<file path="src/rtl/gen_event_ring_pkg.sv">
package gen_event_ring_pkg;
  localparam int unsigned WORD_W  = 32;
  localparam int unsigned NUM_W   = WORD_W - 1;
  localparam logic [NUM_W-1:0] IPI_CODE = NUM_W'(1) << 24;

  typedef struct packed {
    logic wrEn;      // store a word this edge
    logic wrGen;     // generation bit for the stored word
    logic popEn;     // consumer advances this edge
    logic rdToggle;  // consumer parity for validity compare
  } ringStrobes_t;
endpackage

</file>
<file path="src/rtl/gen_event_ring_ctrl.sv">
module gen_event_ring_ctrl
  import gen_event_ring_pkg::*;
#(
  parameter int unsigned DEPTH = 16,
  localparam int unsigned IDX_W = $clog2(DEPTH),
  localparam int unsigned CNT_W = IDX_W + 1
) (
  input  logic             clk,
  input  logic             rst_n,
  input  logic             evtValid,
  input  logic             popReq,
  input  logic             headEmpty,
  output ringStrobes_t     strobes,
  output logic [IDX_W-1:0] wrIdx,
  output logic [IDX_W-1:0] rdIdx,
  output logic             notify,
  output logic             overflow
);
  localparam logic [CNT_W-1:0] FULL_CNT = CNT_W'(DEPTH);
  localparam logic [IDX_W-1:0] LAST_IDX = IDX_W'(DEPTH - 1);

  logic             wrGen;
  logic             rdToggle;
  logic [CNT_W-1:0] fill;
  logic             popOk;
  logic             wrOk;
  logic             isFull;

  assign isFull = (fill == FULL_CNT);
  assign popOk  = popReq && !headEmpty;
  assign wrOk   = evtValid && (!isFull || popOk);

  always_comb begin
    strobes.wrEn     = wrOk;
    strobes.wrGen    = wrGen;
    strobes.popEn    = popOk;
    strobes.rdToggle = rdToggle;
  end

  always_ff @(posedge clk or negedge rst_n) begin
    if (!rst_n) begin
      wrIdx    <= '0;
      wrGen    <= 1'b1;
      rdIdx    <= '0;
      rdToggle <= 1'b0;
      fill     <= '0;
      notify   <= 1'b0;
      overflow <= 1'b0;
    end else begin
      notify <= wrOk;
      if (evtValid && !wrOk) overflow <= 1'b1;
      if (wrOk) begin
        wrIdx <= wrIdx + 1'b1;
        if (wrIdx == LAST_IDX) wrGen <= ~wrGen;
      end
      if (popOk) begin
        rdIdx <= rdIdx + 1'b1;
        if (rdIdx == LAST_IDX) rdToggle <= ~rdToggle;
      end
      case ({wrOk, popOk})
        2'b10:   fill <= fill + 1'b1;
        2'b01:   fill <= fill - 1'b1;
        default: fill <= fill;
      endcase
    end
  end

  // generation compare in the datapath agrees with the occupancy count
  a_r5_gen_matches_fill: assert property (@(posedge clk) disable iff (!rst_n)
    headEmpty == (fill == '0));

  // a write offered to a full ring with no pop raises the flag
  a_r3_full_drop: assert property (@(posedge clk) disable iff (!rst_n)
    (isFull && evtValid && !popReq) |=> overflow);

  // flag is sticky
  a_r3_sticky: assert property (@(posedge clk) disable iff (!rst_n)
    overflow |=> overflow);

  // empty pop leaves the consumer index alone
  a_r6_empty_hold: assert property (@(posedge clk) disable iff (!rst_n)
    (popReq && headEmpty) |=> $stable(rdIdx));

  // a notify pulse always leaves something in the ring
  a_r4_notify_nonempty: assert property (@(posedge clk) disable iff (!rst_n)
    notify |-> !headEmpty);

  // occupancy never exceeds the ring size
  a_r7_fill_bound: assert property (@(posedge clk) disable iff (!rst_n)
    fill <= FULL_CNT);
endmodule

</file>
<file path="src/rtl/gen_event_ring_data.sv">
module gen_event_ring_data
  import gen_event_ring_pkg::*;
#(
  parameter int unsigned DEPTH = 16,
  localparam int unsigned IDX_W = $clog2(DEPTH)
) (
  input  logic             clk,
  input  logic             rst_n,
  input  ringStrobes_t     strobes,
  input  logic [IDX_W-1:0] wrIdx,
  input  logic [IDX_W-1:0] rdIdx,
  input  logic [NUM_W-1:0] evtNum,
  output logic             headEmpty,
  output logic [NUM_W-1:0] headNum,
  output logic             headIpi
);
  logic [WORD_W-1:0] slots [DEPTH];
  logic [WORD_W-1:0] headWord;

  always_ff @(posedge clk or negedge rst_n) begin
    if (!rst_n) begin
      for (int i = 0; i < int'(DEPTH); i++) slots[i] <= '0;
    end else if (strobes.wrEn) begin
      slots[wrIdx] <= {strobes.wrGen, evtNum};
    end
  end

  assign headWord  = slots[rdIdx];
  assign headEmpty = (headWord[WORD_W-1] == strobes.rdToggle);
  assign headNum   = headEmpty ? '0 : headWord[NUM_W-1:0];
  assign headIpi   = !headEmpty && (headWord[NUM_W-1:0] == IPI_CODE);

  // the reserved code is only flagged on a valid head
  a_r8_ipi_valid: assert property (@(posedge clk) disable iff (!rst_n)
    headIpi |-> (headNum == IPI_CODE));
endmodule

</file>
<file path="src/rtl/gen_event_ring.sv">
module gen_event_ring
  import gen_event_ring_pkg::*;
#(
  parameter int unsigned DEPTH = 16
) (
  input  logic        clk,
  input  logic        rst_n,
  input  logic        evtValid,
  input  logic [30:0] evtNum,
  input  logic        popReq,
  output logic [30:0] popData,
  output logic        popEmpty,
  output logic        popIsIpi,
  output logic        notify,
  output logic        overflow
);
  localparam int unsigned IDX_W = $clog2(DEPTH);

  ringStrobes_t     strobes;
  logic [IDX_W-1:0] wrIdx;
  logic [IDX_W-1:0] rdIdx;
  logic             headEmpty;

  gen_event_ring_ctrl #(.DEPTH(DEPTH)) u_ctrl (
    .clk(clk), .rst_n(rst_n), .evtValid(evtValid), .popReq(popReq),
    .headEmpty(headEmpty), .strobes(strobes), .wrIdx(wrIdx), .rdIdx(rdIdx),
    .notify(notify), .overflow(overflow)
  );

  gen_event_ring_data #(.DEPTH(DEPTH)) u_data (
    .clk(clk), .rst_n(rst_n), .strobes(strobes), .wrIdx(wrIdx), .rdIdx(rdIdx),
    .evtNum(evtNum), .headEmpty(headEmpty), .headNum(popData), .headIpi(popIsIpi)
  );

  assign popEmpty = headEmpty;
endmodule

</file>
<file path="config.mk">
export PLATFORM = sky130hd
export DESIGN_NAME = gen_event_ring
export DESIGN_NICKNAME = d
export VERILOG_FILES = /design/src/rtl/gen_event_ring_pkg.sv /design/src/rtl/gen_event_ring_ctrl.sv /design/src/rtl/gen_event_ring_data.sv /design/src/rtl/gen_event_ring.sv
export SDC_FILE = /design/constraint.sdc
export NUM_CORES = 1
export LEC_CHECK = 0
export BUFFER_PORTS_ARGS = -buffer_cell sky130_fd_sc_hd__buf_2
export CORE_MARGIN = 1
export CORE_UTILIZATION = 60
export CTS_BUF_LIST = sky130_fd_sc_hd__clkbuf_8
export DETAILED_ROUTE_END_ITERATION = 8
export PLACE_DENSITY = 0.77
export SLEW_MARGIN = 20
export SYNTH_ARGS = -nofsm -noshare
export SYNTH_HDL_FRONTEND = slang
export SYNTH_HIERARCHICAL = 1
export SYNTH_SLANG_ARGS = --single-unit
</file>
<file path="constraint.sdc">
create_clock -name clk -period 10.1 [get_ports clk]
set_input_delay 1.01 -clock clk [delete_from_list [all_inputs] [get_ports clk]]
set_output_delay 1.01 -clock clk [all_outputs]
set_load 0.02 [all_outputs]
</file>
# Word level (Yosys, flattened, before mapping)
# Index checks and enable logic that the tools add are counted.
# classes
muxes	8
eq_ne	7
order_cmp	3
add_sub_neg	4
bitwise	4
reduce_logical	12
# op_table
op	count
512-bit bitwise mux	1
32-bit binary-select mux with 4-bit select	1
32-bit demux with 4-bit select	1
32-bit two-way mux	3
31-bit by 25-bit == test with 1-bit output (second input constant)	1
31-bit two-way mux	1
5-bit >= comparator (second input constant)	2
4-bit inverter with 5-bit output	2
5-bit case mux with 2 select lines	1
4-bit by 1-bit adder with 4-bit output (second input constant)	2
4-bit == test (second input constant)	2
5-bit by 1-bit adder with 5-bit output (second input constant)	1
5-bit == test (second input constant)	1
1-bit logical AND	5
5-bit by 1-bit less-than comparator with 1-bit output (second input constant)	1
5-bit by 1-bit subtractor with 5-bit output (second input constant)	1
2-bit AND reduction	2
1-bit zero test	3
2-bit by 1-bit == test with 1-bit output (second input constant)	1
2-bit == test (second input constant)	1
1-bit inverter	2
2-bit nonzero test	1
1-bit == test	1
1-bit logical OR	1
# word_totals
ff_bits	529
wordCells	61
in_bits	35

# Longest topological paths before layout
# depth
word_depth	11
mapped_depth	16
ltp_nobuf	12

# Hierarchy
# Netlist, hierarchy kept.
# modules_own_cells
mod	n_inst	cells_per_inst	seq_area_each_um2	area_per_inst_um2
gen_event_ring_data	1	1431	12812.3	23015.8
gen_event_ring_ctrl	1	84	426.7	920.9

# Worst setup path before layout
# OpenSTA, ideal clock, no wires.
# synth_path
path_kind	register to register
start	register u_ctrl.rdIdx[0]
end	register u_data/slots[100] in the netlist's numbering
setup_ns	0.125
stages_incl_launch_ff	16
path_slack_ns	5.924
n_path_buf	5
t_required_ns	9.975
synth_period_minus_slack_ns	4.176
arrival_time_ns	4.051
path_cell_list	dfrtp_1 > buf_6 > mux4_2 > mux4_2 > xnor2_1 > buf_2 > nand2b_1 > buf_2 > inv_2 > o21ai_4 > inv_1 > buf_4 > nand2_1 > nor4b_1 > clkbuf_1 > mux2_2
# synth_between
elab_chain_len	9
# synth_lines
element	line	text
start: declaration	gen_event_ring_ctrl.sv:15	output logic [IDX_W-1:0] rdIdx,
start signal: assignment	gen_event_ring_ctrl.sv:57	rdIdx <= rdIdx + 1'b1;
4-bit inverter with 5-bit output (implied by the code)	gen_event_ring_data.sv:28	assign headWord = slots[rdIdx];
32-bit binary-select mux with 4-bit select	gen_event_ring_data.sv:28	
32-bit two-way mux (implied by the code) (2 in a row)	gen_event_ring_data.sv:28	
1-bit == test	gen_event_ring_data.sv:29	assign headEmpty = (headWord[WORD_W-1] == strobes.rdToggle);
via popEmpty	gen_event_ring.sv:12	output logic popEmpty,
1-bit zero test	gen_event_ring_ctrl.sv:30	assign popOk = popReq && !headEmpty;
1-bit logical AND	gen_event_ring_ctrl.sv:30	
via u_ctrl.popOk	gen_event_ring_ctrl.sv:25	logic popOk;
1-bit logical OR	gen_event_ring_ctrl.sv:31	assign wrOk = evtValid && (!isFull || popOk);
1-bit logical AND	gen_event_ring_ctrl.sv:31	
via u_ctrl.wrOk	gen_event_ring_ctrl.sv:26	logic wrOk;
end signal: indexed assignment	gen_event_ring_data.sv:24	slots[wrIdx] <= {strobes.wrGen, evtNum};
end: declaration	gen_event_ring_data.sv:17	logic [WORD_W-1:0] slots [DEPTH];
# The timed path passes the listed nets, and every way through them passes these cells. The select of a mux whose other input is x is not followed.
# A chain may end at the register's enable or synchronous reset.

# Worst setup path after layout
# layout_path
start	register u_ctrl.rdIdx[0]
end	output popIsIpi
# layout_between
elab_chain_len	7
elab_cells_between_ends	8
classes_between	eq/ne (2); mux (3); bitwise (1); reduce/logical (2)
# layout_lines
element	line	text
4-bit inverter with 5-bit output (implied by the code) (*)	gen_event_ring_data.sv:28	
32-bit binary-select mux with 4-bit select (*)	gen_event_ring_data.sv:28	
32-bit two-way mux (implied by the code) (*) (2 in a row)	gen_event_ring_data.sv:28	
parallel branches: the longest is 2 deep, another holds 31-bit by 25-bit == test with 1-bit output	n/a	
1-bit logical AND (*)	gen_event_ring_data.sv:31	assign headIpi = !headEmpty && (headWord[NUM_W-1:0] == IPI_CODE);
end: declaration	gen_event_ring.sv:13	output logic popIsIpi,
# Every way passes the cells marked *. The select of a mux whose other input is x is not followed.

==> qor.txt <==
# DRC - 0
grt met1 use - 0.404
commonest non-fill, non-tap cell in the layout - dfrtp_1
power per cell area - 345 nW/um^2
worst path required time - 9.09 ns
Min-Delay Path Class - input port to asynchronous set/reset pin
Top Ports - 70
GRT Util Overall - 0.287
initial antenna violation count - 4
WL per Instance - 25.8 um
CTS tree - built
first drt pass iteration count - 5
Avg Synthesized Cell Area - 15.8 sq um
RSZ-0062 raised after global routing - no
cts bufs inserted - 86
CP endpoint kind - output port
fin nets - 1,613
worst slew pin tran - 1.15 ns
Max clock buf depth - 3
Vias/cell - 6.40
share of cells above drive strength 1 - 0.549
area of the multi-input gates - 10,200 sq um
final hold violation count - 0
Worst-path clk slew - 0.06 ns
routability cong. - 0.766
CTS Hold Bufs - 0
core region area - 39,000 sq um
Layout area overhead - 10.8%
most frequent cells in the layout - dfrtp_1, mux2_2, mux4_2
initial drt markers - 938
GR met2 Demand/Resource - 0.447
startpoint types - register
max-cap violation count - 0
Die H - 202 um
Pleak - 0.0116 uW
PortBufs - 69
largest net degree at the start of global routing - 179
CP max FO - 45
Synth warnings - 6
Mapped Area - 23,900 sq um
CTS root buf - clkbuf_8
post-placement cell area - 24,700 sq um
Skew-Pair Late Insertion Delay - 0.64 ns
clk_skew - 0.0184 ns
H-tree levels - 3
fill count - 2,713
Syn Nets - 1,555
global-route wire length before repair - 88,000 um
Tcrit/Tclk final - 0.593
Initial Util - 0.613
register area - 13,200 sq um
met3 Usage GRT - 0.0669
CTS resizes - 0
via count - 13,800
run status - complete, no violations
Die Span X - 202 um
fin area - 26,500 sq um
Slew Limit Fails - 0
# rows - 72
vias in the first global route - 14,700
Syn Inst Count - 1,514
f_max - 167 MHz
post-CTS setup buffer count - 0
Critical Path AT - 4.98 ns
Crit Path Category - register to output port
setup violators final - 0
Final min period - 5.99 ns
Max VDD drop - 0.000170 V
gr busiest metal - met2
setup_tns - 0 ns
grt ovf - 0
clock sink count - 529
Final ANT Viol Nets - 0
hpwl dp - 32,000 um
Worst slew margin - 0.229
drt total wl - 55,600 um
die area - 40,700 sq um
-- sequential cells by signal (all words and copies together), names as in the netlist --
| signal | flops |
|---|---|
| u_data/slots | 512 |
| u_ctrl/wrIdx | 4 |
| u_ctrl/fill | 5 |
| u_ctrl/rdIdx | 4 |
| u_ctrl/rdToggle | 1 |
| u_ctrl/wrGen | 1 |
| u_ctrl/overflow | 1 |
| u_ctrl/notify | 1 |
-- power by group --
group,internal (uW),switching [uW]
Combinational,1920,1580
Sequential,3140,609
Clock,1070,821
-- stage by stage --
step / worst slack (ns) / util / power [uW] / hold WS (ns) / std cells
after floorplan: 5.93 / - / 6270 / 0.443 / 1514
after global placement: 4.54 / 0.633 / 7110 / 0.452 / 2002
after detailed placement: 4.58 / 0.634 / 7270 / 0.462 / 2002
after CTS: 3.94 / 0.679 / 9190 / 0.470 / 2150
after global routing: 3.75 / 0.679 / 9650 / 0.503 / 2151
final: 4.11 / 0.680 / 9150 / 0.460 / 2153
-- final cells by class --
type                       instances  share of cell area
multi-input combinational        848               0.384
antenna                            3            0.000283
timing repair buffer             102              0.0235
clock buffer                     116              0.0602
sequential                       529               0.500
tap                              518              0.0244
clock inverter                    32             0.00689
inverter                           5            0.000708
-- worst max-delay path: stages, from the launching register on --
cell,delay (ns)
dfrtp_4,0.61
buf_4,0.78
buf_4,0.71
mux4_2,0.61
a22oi_1,0.27
nand2_1,0.16
nor4_1,0.34
and4_1,0.38
and4_1,0.24
buf_2,0.16
-- per-layer routing --
| metal | routed length [um] | vias to the layer above |
|---|---|---|
| li1 | - | 5775 |
| met1 | 23900 | 7467 |
| met2 | 26600 | 426 |
| met3 | 3740 | 97 |
| met4 | 1400 | 4 |
| met5 | 18 | - |
-- worst paths after layout --
| check | start | end | slack [ns] | cells after the start |
|---|---|---|---|---|
| setup reg to reg | u_ctrl/rdIdx[1]$_DFFE_PN0P_ | u_data/slots[407]$_DFFE_PN0P_ | 4.47 | 12 |
| setup / recovery | u_ctrl/rdIdx[0]$_DFFE_PN0P_ | popIsIpi | 4.11 | 9 |
| hold / removal | rst_n | u_data/slots[356]$_DFFE_PN0P_ | 0.46 | 1 |
| min in group clk | u_ctrl/fill[4]$_DFFE_PN0P_ | u_ctrl/fill[4]$_DFFE_PN0P_ | 0.46 | 1 |
| max in group asynchronous | rst_n | u_data/slots[24]$_DFFE_PN0P_ | 7.50 | 3 |
| hold reg to reg | u_ctrl/fill[4]$_DFFE_PN0P_ | u_ctrl/fill[4]$_DFFE_PN0P_ | 0.46 | 1 |
No activity file was read; power rests on OpenSTA's default activity.
